$ cat config.mk
export PLATFORM = sky130hd
export DESIGN_NAME = marker_blend_top
export DESIGN_NICKNAME = d
export VERILOG_FILES = /design/src/rtl/marker_blend_pkg.sv /design/src/rtl/marker_blend_ctrl.sv /design/src/rtl/marker_blend_dp.sv /design/src/rtl/marker_blend_top.sv
export SDC_FILE = /design/constraint.sdc
export NUM_CORES = 1
export LEC_CHECK = 0
export BUFFER_PORTS_ARGS = -buffer_cell sky130_fd_sc_hd__buf_2
export CORE_MARGIN = 2
export CORE_UTILIZATION = 35
export CTS_BUF_LIST = sky130_fd_sc_hd__clkbuf_8
export DETAILED_ROUTE_END_ITERATION = 7
export PLACE_DENSITY_LB_ADDON = 0.1
export SYNTH_ARGS = -nofsm -noshare
export SYNTH_HDL_FRONTEND = slang
export SYNTH_SLANG_ARGS = --single-unit
$ cat constraint.sdc
create_clock -name clk -period 5.9 [get_ports clk]
set_clock_uncertainty 0.1 [all_clocks]
set_input_delay 0.295 -clock clk [delete_from_list [all_inputs] [get_ports clk]]
set_output_delay 0.295 -clock clk [all_outputs]
set_load 0.005 [all_outputs]
$ cat src/rtl/marker_blend_pkg.sv
package marker_blend_pkg;
  localparam int CH_W     = 8;
  localparam int NCH      = 3;
  localparam int PIX_W    = CH_W * NCH;
  localparam int METRIC_W = 16;
  localparam int SEL_W    = 2;
  localparam int SUM_W    = 2 * CH_W + 1;
  localparam int CH_MAX   = (1 << CH_W) - 1;
  localparam int CH_HALF  = CH_MAX / 2;

  localparam logic [SEL_W-1:0] SEL_THRESH = 2'd0;
  localparam logic [SEL_W-1:0] SEL_COLOUR = 2'd1;
  localparam logic [SEL_W-1:0] SEL_ALPHA  = 2'd2;

  typedef struct packed {
    logic [METRIC_W-1:0] thresh;
    logic [PIX_W-1:0]    colour;
    logic [CH_W-1:0]     alpha;
  } cfg_t;

  typedef struct packed {
    logic cornerView;
    cfg_t live;
  } ctrl_t;
endpackage

$ cat src/rtl/marker_blend_ctrl.sv
module marker_blend_ctrl
  import marker_blend_pkg::*;
(
  input  logic             clk,
  input  logic             rstN,
  input  logic             cfgWrEn,
  input  logic [SEL_W-1:0] cfgSel,
  input  logic [PIX_W-1:0] cfgData,
  input  logic             pixValid,
  input  logic             pixSof,
  input  logic             cornerOnly,
  output ctrl_t            ctrl,
  output cfg_t             shadowCfg,
  output cfg_t             activeCfg
);
  logic frameLoad;
  assign frameLoad = pixValid & pixSof;

  always_ff @(posedge clk or negedge rstN) begin
    if (!rstN) begin
      shadowCfg <= '0;
    end else if (cfgWrEn) begin
      case (cfgSel)
        SEL_THRESH: shadowCfg.thresh <= cfgData[METRIC_W-1:0];
        SEL_COLOUR: shadowCfg.colour <= cfgData;
        SEL_ALPHA:  shadowCfg.alpha  <= cfgData[CH_W-1:0];
        default: ;
      endcase
    end
  end

  always_ff @(posedge clk or negedge rstN) begin
    if (!rstN) activeCfg <= '0;
    else if (frameLoad) activeCfg <= shadowCfg;
  end

  always_comb begin
    ctrl.cornerView = cornerOnly;
    ctrl.live       = frameLoad ? shadowCfg : activeCfg;
  end
endmodule

$ cat src/rtl/marker_blend_dp.sv
module marker_blend_dp
  import marker_blend_pkg::*;
(
  input  logic                clk,
  input  logic                rstN,
  input  ctrl_t               ctrl,
  input  logic                pixValid,
  input  logic                pixSof,
  input  logic                pixEof,
  input  logic [PIX_W-1:0]    pixRgb,
  input  logic [METRIC_W-1:0] cornerMetric,
  output logic                outValid,
  output logic                outSof,
  output logic                outEof,
  output logic [PIX_W-1:0]    outRgb
);
  logic             isCorner;
  logic [PIX_W-1:0] s1Orig, s1Det;
  logic [CH_W-1:0]  s1Alpha;
  logic [2:0]       s1Ctl, s2Ctl, s3Ctl;

  assign isCorner = cornerMetric > ctrl.live.thresh;

  always_ff @(posedge clk or negedge rstN) begin
    if (!rstN) begin
      s1Orig  <= '0;
      s1Det   <= '0;
      s1Alpha <= '0;
      s1Ctl   <= '0;
      s2Ctl   <= '0;
      s3Ctl   <= '0;
    end else begin
      s1Orig  <= pixRgb;
      s1Det   <= isCorner ? ctrl.live.colour : '0;
      s1Alpha <= ctrl.cornerView ? '0 : ctrl.live.alpha;
      s1Ctl   <= {pixValid, pixSof & pixValid, pixEof & pixValid};
      s2Ctl   <= s1Ctl;
      s3Ctl   <= s2Ctl;
    end
  end

  assign outValid = s3Ctl[2];
  assign outSof   = s3Ctl[1];
  assign outEof   = s3Ctl[0];

  for (genvar ch = 0; ch < NCH; ch++) begin : g_chan
    logic [SUM_W-1:0] prodOrig, prodDet, s2Sum, quot;
    logic [CH_W-1:0]  chOut;

    always_comb begin
      prodOrig = SUM_W'(s1Orig[ch*CH_W +: CH_W]) * SUM_W'(s1Alpha);
      prodDet  = SUM_W'(s1Det[ch*CH_W +: CH_W]) * (SUM_W'(CH_MAX) - SUM_W'(s1Alpha));
      quot     = (s2Sum + (s2Sum >> CH_W) + SUM_W'(1)) >> CH_W;
    end

    always_ff @(posedge clk or negedge rstN) begin
      if (!rstN) begin
        s2Sum <= '0;
        chOut <= '0;
      end else begin
        s2Sum <= prodOrig + prodDet + SUM_W'(CH_HALF);
        chOut <= (quot > SUM_W'(CH_MAX)) ? CH_W'(CH_MAX) : quot[CH_W-1:0];
      end
    end

    assign outRgb[ch*CH_W +: CH_W] = chOut;
  end
endmodule

$ cat src/rtl/marker_blend_top.sv
module marker_blend_top
  import marker_blend_pkg::*;
(
  input  logic                clk,
  input  logic                rstN,
  input  logic                cfgWrEn,
  input  logic [SEL_W-1:0]    cfgSel,
  input  logic [PIX_W-1:0]    cfgData,
  input  logic                pixValid,
  input  logic                pixSof,
  input  logic                pixEof,
  input  logic [PIX_W-1:0]    pixRgb,
  input  logic [METRIC_W-1:0] cornerMetric,
  input  logic                cornerOnly,
  output logic                outValid,
  output logic                outSof,
  output logic                outEof,
  output logic [PIX_W-1:0]    outRgb
);
  ctrl_t ctrl;
  cfg_t  shadowCfg, activeCfg;

  marker_blend_ctrl uCtrl (
    .clk(clk), .rstN(rstN), .cfgWrEn(cfgWrEn), .cfgSel(cfgSel), .cfgData(cfgData),
    .pixValid(pixValid), .pixSof(pixSof), .cornerOnly(cornerOnly),
    .ctrl(ctrl), .shadowCfg(shadowCfg), .activeCfg(activeCfg)
  );

  marker_blend_dp uDp (
    .clk(clk), .rstN(rstN), .ctrl(ctrl), .pixValid(pixValid), .pixSof(pixSof),
    .pixEof(pixEof), .pixRgb(pixRgb), .cornerMetric(cornerMetric),
    .outValid(outValid), .outSof(outSof), .outEof(outEof), .outRgb(outRgb)
  );
endmodule

==> impl_metrics.yaml <==
status:
  status: "finished clean"
cts:
  worstSkewPairLatency_ps: 650
  cts_max_level: 2
  cts_tree: "done"
  cts.path.max_buffers: 3
  cts_root_buf: "clkbuf_8"
  path_clk_slew_ps: 60
  numClockSinks: 236
  cts_buffers: 47
final_layout:
  final_area_sq_um: 25700
  fillers: 6273
  ff_latch_area_sq_um: 5910
  layout.nets: 2899
  stdcell_count: 3184
  area_growth_pct: 15.0
  multi_input_area_sq_um: 14700
  layout-drive-gt1-share_pct: 13.6
floorplanning:
  dieArea_sq_um: 65900
  ioPinCount: 100
  die_y_um: 257
  coreArea_sq_um: 63100
  rows: 92
  start_util_pct: 35.4
  dieWidth_um: 257
setup_path:
  crit_slowest_cell: "fa_1"
  arrival_ps: 6150
  startpoint_type: "register"
  worstSetupEndpointType: "register"
  crit_family: "adder cells"
  worstRegToRegCells: 16
  path_max_fanout: 12
  cp_common_cell: "fa_1"
  required_ps: 6350
  crit_path_max_incr_delay_ps: 580
  critPathKind: "register to register"
  path_buf_inv: 2
  path_depth: 16
  cp_cell_sequence: "buf_12 -> nand2b_1 -> fa_1 -> inv_1 -> fa_1 -> fa_1 -> fa_1 -> fa_1 -> fa_1 -> ha_1 -> o21ai_0 -> o21bai_1 -> a2111oi_4 -> o31ai_1 -> a21oi_1 -> xnor2_1"
global_route:
  grt-ovfl-total: 0
  grt_pass1_vias: 16436
  grt_first_pass_wirelength_mm: 85.5
  grt_max_degree: 163
  antenna_found_initial: 2
  grt_util_all_layers_pct: 16.1
logic_synthesis:
  ys_async_sr_fraction_pct: 100
  ys_ff_latch: 236
  yosys_warnings: 0
  synth_cell_types: 60
  yosysSeqAreaShare_pct: 26.4
  ys.flop_type: "dfrtp_1"
  synth_nets: 2711
  synth_edf_count: 0
  netlist_area_sq_um: 22300
  synthCells: 2112
  synth.avg_cell_area_sq_um: 10.6
timing:
  setup_violations: 0
  worstMarginPinSlew_ps: 1210
  hold_violations: 0
  max_freq_mhz: 175
  drv_slew: 0
  fin_crit_sh_pct: 96.6
  slew_headroom_pct: 19.3
  fin_crit_ps: 5700
route:
  drtIter0Drc: 580
  ant_nets: 0
  top_layer_used: "met4"
  wl_met3_mm: 1.61
  route.met2.wl_mm: 25.8
  drc: 0
  avgViaCountPerCell: 4.68
  dr.pass1.iters: 4
  post_drt_wl_per_cell_um: 16.1
  met1_length_mm: 23.0
  vias: 14892
  routed_wirelength_mm: 51.2
placed_design:
  dp_cells: 3042
  port_buffers: 99
  hpwlAfterDp_mm: 39.0
  routabilityCongestion: 0.810
  place_area_sq_um: 24100
job:
  timing.max_cap.violations: 0
worst_hold_path:
  hold_class: "primary input to asynchronous set/reset pin"
## timing repair
item	in CTS	in global routing
hold endpoints to repair	156	0
pin swaps	0	1
buffers inserted	0	1
setup endpoints to repair	2	12
hold buffers	52	0
gates resized for setup	1	6
gates cloned	0	2
## registers in the layout, indices dropped and copies added, names as in the netlist
signal / count
uCtrl.activeCfg: 48
uCtrl.shadowCfg: 48
uDp.g_chan.chOut: 24
uDp.g_chan.s2Sum: 51
uDp.s1Alpha: 8
uDp.s1Ctl: 3
uDp.s1Det: 24
uDp.s1Orig: 24
uDp.s2Ctl: 3
uDp.s3Ctl: 3
## cells in the final DEF, fill, tap and decap left out, types with 60 or more instances in the layout
cell type and count:
and2_1 115, buf_2 98, clkbuf_8 60, dfrtp_1 233, fa_1 312, ha_1 214
inv_1 416, mux2_2 81, nand2_1 127, nand2b_1 96, nor2b_1 112
## kinds of logic (layout without fill, tap and decap cells)
logic type	after synthesis	in the layout	share of synthesized area, %
adders and majority gates	526	526	39.9
DFF	236	236	26.4
other	0	4	0
muxes	97	97	4.80
buffers and inverters	464	686	7.89
and+or+nand+nor	559	559	13.5
AOI/OAI and AO/OA	179	179	5.45
xor gates and xnor gates	51	51	2.00
## area by class of cell
| class | count | area share [%] |
|---|---|---|
| Antenna cell | 4 | 0.0390 |
| Sequential cell | 236 | 23.0 |
| Timing Repair Buffer | 200 | 5.92 |
| Inverter | 403 | 5.89 |
| Multi-Input combinational cell | 1412 | 57.2 |
| Tap cell | 846 | 4.12 |
| Clock buffer | 60 | 3.21 |
| Clock inverter | 23 | 0.638 |
## stage by stage
stage          hold WS [ps]  utilization [%]  TNS, ps  setup WS [ps]
2_1_floorplan          -101                -        0            154
3_3_place_gp            225             38.2        0            113
3_5_place_dp            227             38.2        0           25.5
4_1_cts                 128             40.6        0           78.1
5_1_grt                 150             40.7    -4.43          -4.43
6_report                141             40.7        0            200
## synth_stat cells, types with 4 or more instances
master,count,area (sq um)
mux2i_1,16,160
inv_1,403,1510
nor2b_1,112,701
xnor2_1,37,324
nor3_1,15,75.1
o21a_1,5,37.5
o211ai_1,6,45.0
a311oi_1,5,43.8
a211o_1,4,35.0
and2_1,115,719
nand2b_1,96,601
a31oi_1,12,75.1
clkbuf_1,51,191
a21oi_1,50,250
a21o_1,24,180
nand3_1,12,60.1
buf_2,5,25.0
xor2_1,14,123
o21bai_1,6,45.0
a41oi_1,5,43.8
ha_1,214,2680
fa_1,312,6250
nor2_1,56,210
a211oi_1,11,82.6
nand2_1,128,480
nand4_1,13,81.3
dfrtp_1,236,5910
o21ai_0,23,115
mux2_2,81,912
## metal layers
layer | up-vias | global-route usage, %
met5 | - | 0
met4 | 0 | 3.94
met3 | 63 | 2.25
met2 | 173 | 28.0
met1 | 7693 | 21.2
li1 | 6963 | -
## path summary, 6_finish.rpt
kind / from / endpoint / slack [ps]
worst max-delay path: uDp.s1Alpha[5]$_DFF_PN0_ / uDp.g_chan[0].s2Sum[14]$_DFF_PN0_ / 200
min in group clk: cfgSel[0] / uCtrl.shadowCfg[46]$_DFFE_PN0P_ / 190
worst min-delay path: rstN / uDp.g_chan[2].chOut[0]$_DFF_PN0_ / 140
worst min register to register: uDp.s2Ctl[0]$_DFF_PN0_ / uDp.s3Ctl[0]$_DFF_PN0_ / 240
max in group asynchronous: rstN / uDp.s1Alpha[5]$_DFF_PN0_ / 4130
worst max register to register: uDp.s1Alpha[5]$_DFF_PN0_ / uDp.g_chan[0].s2Sum[14]$_DFF_PN0_ / 200
Power is not shown: default switching activity piles up to over one toggle a cycle in this logic, so the estimate is an artifact.
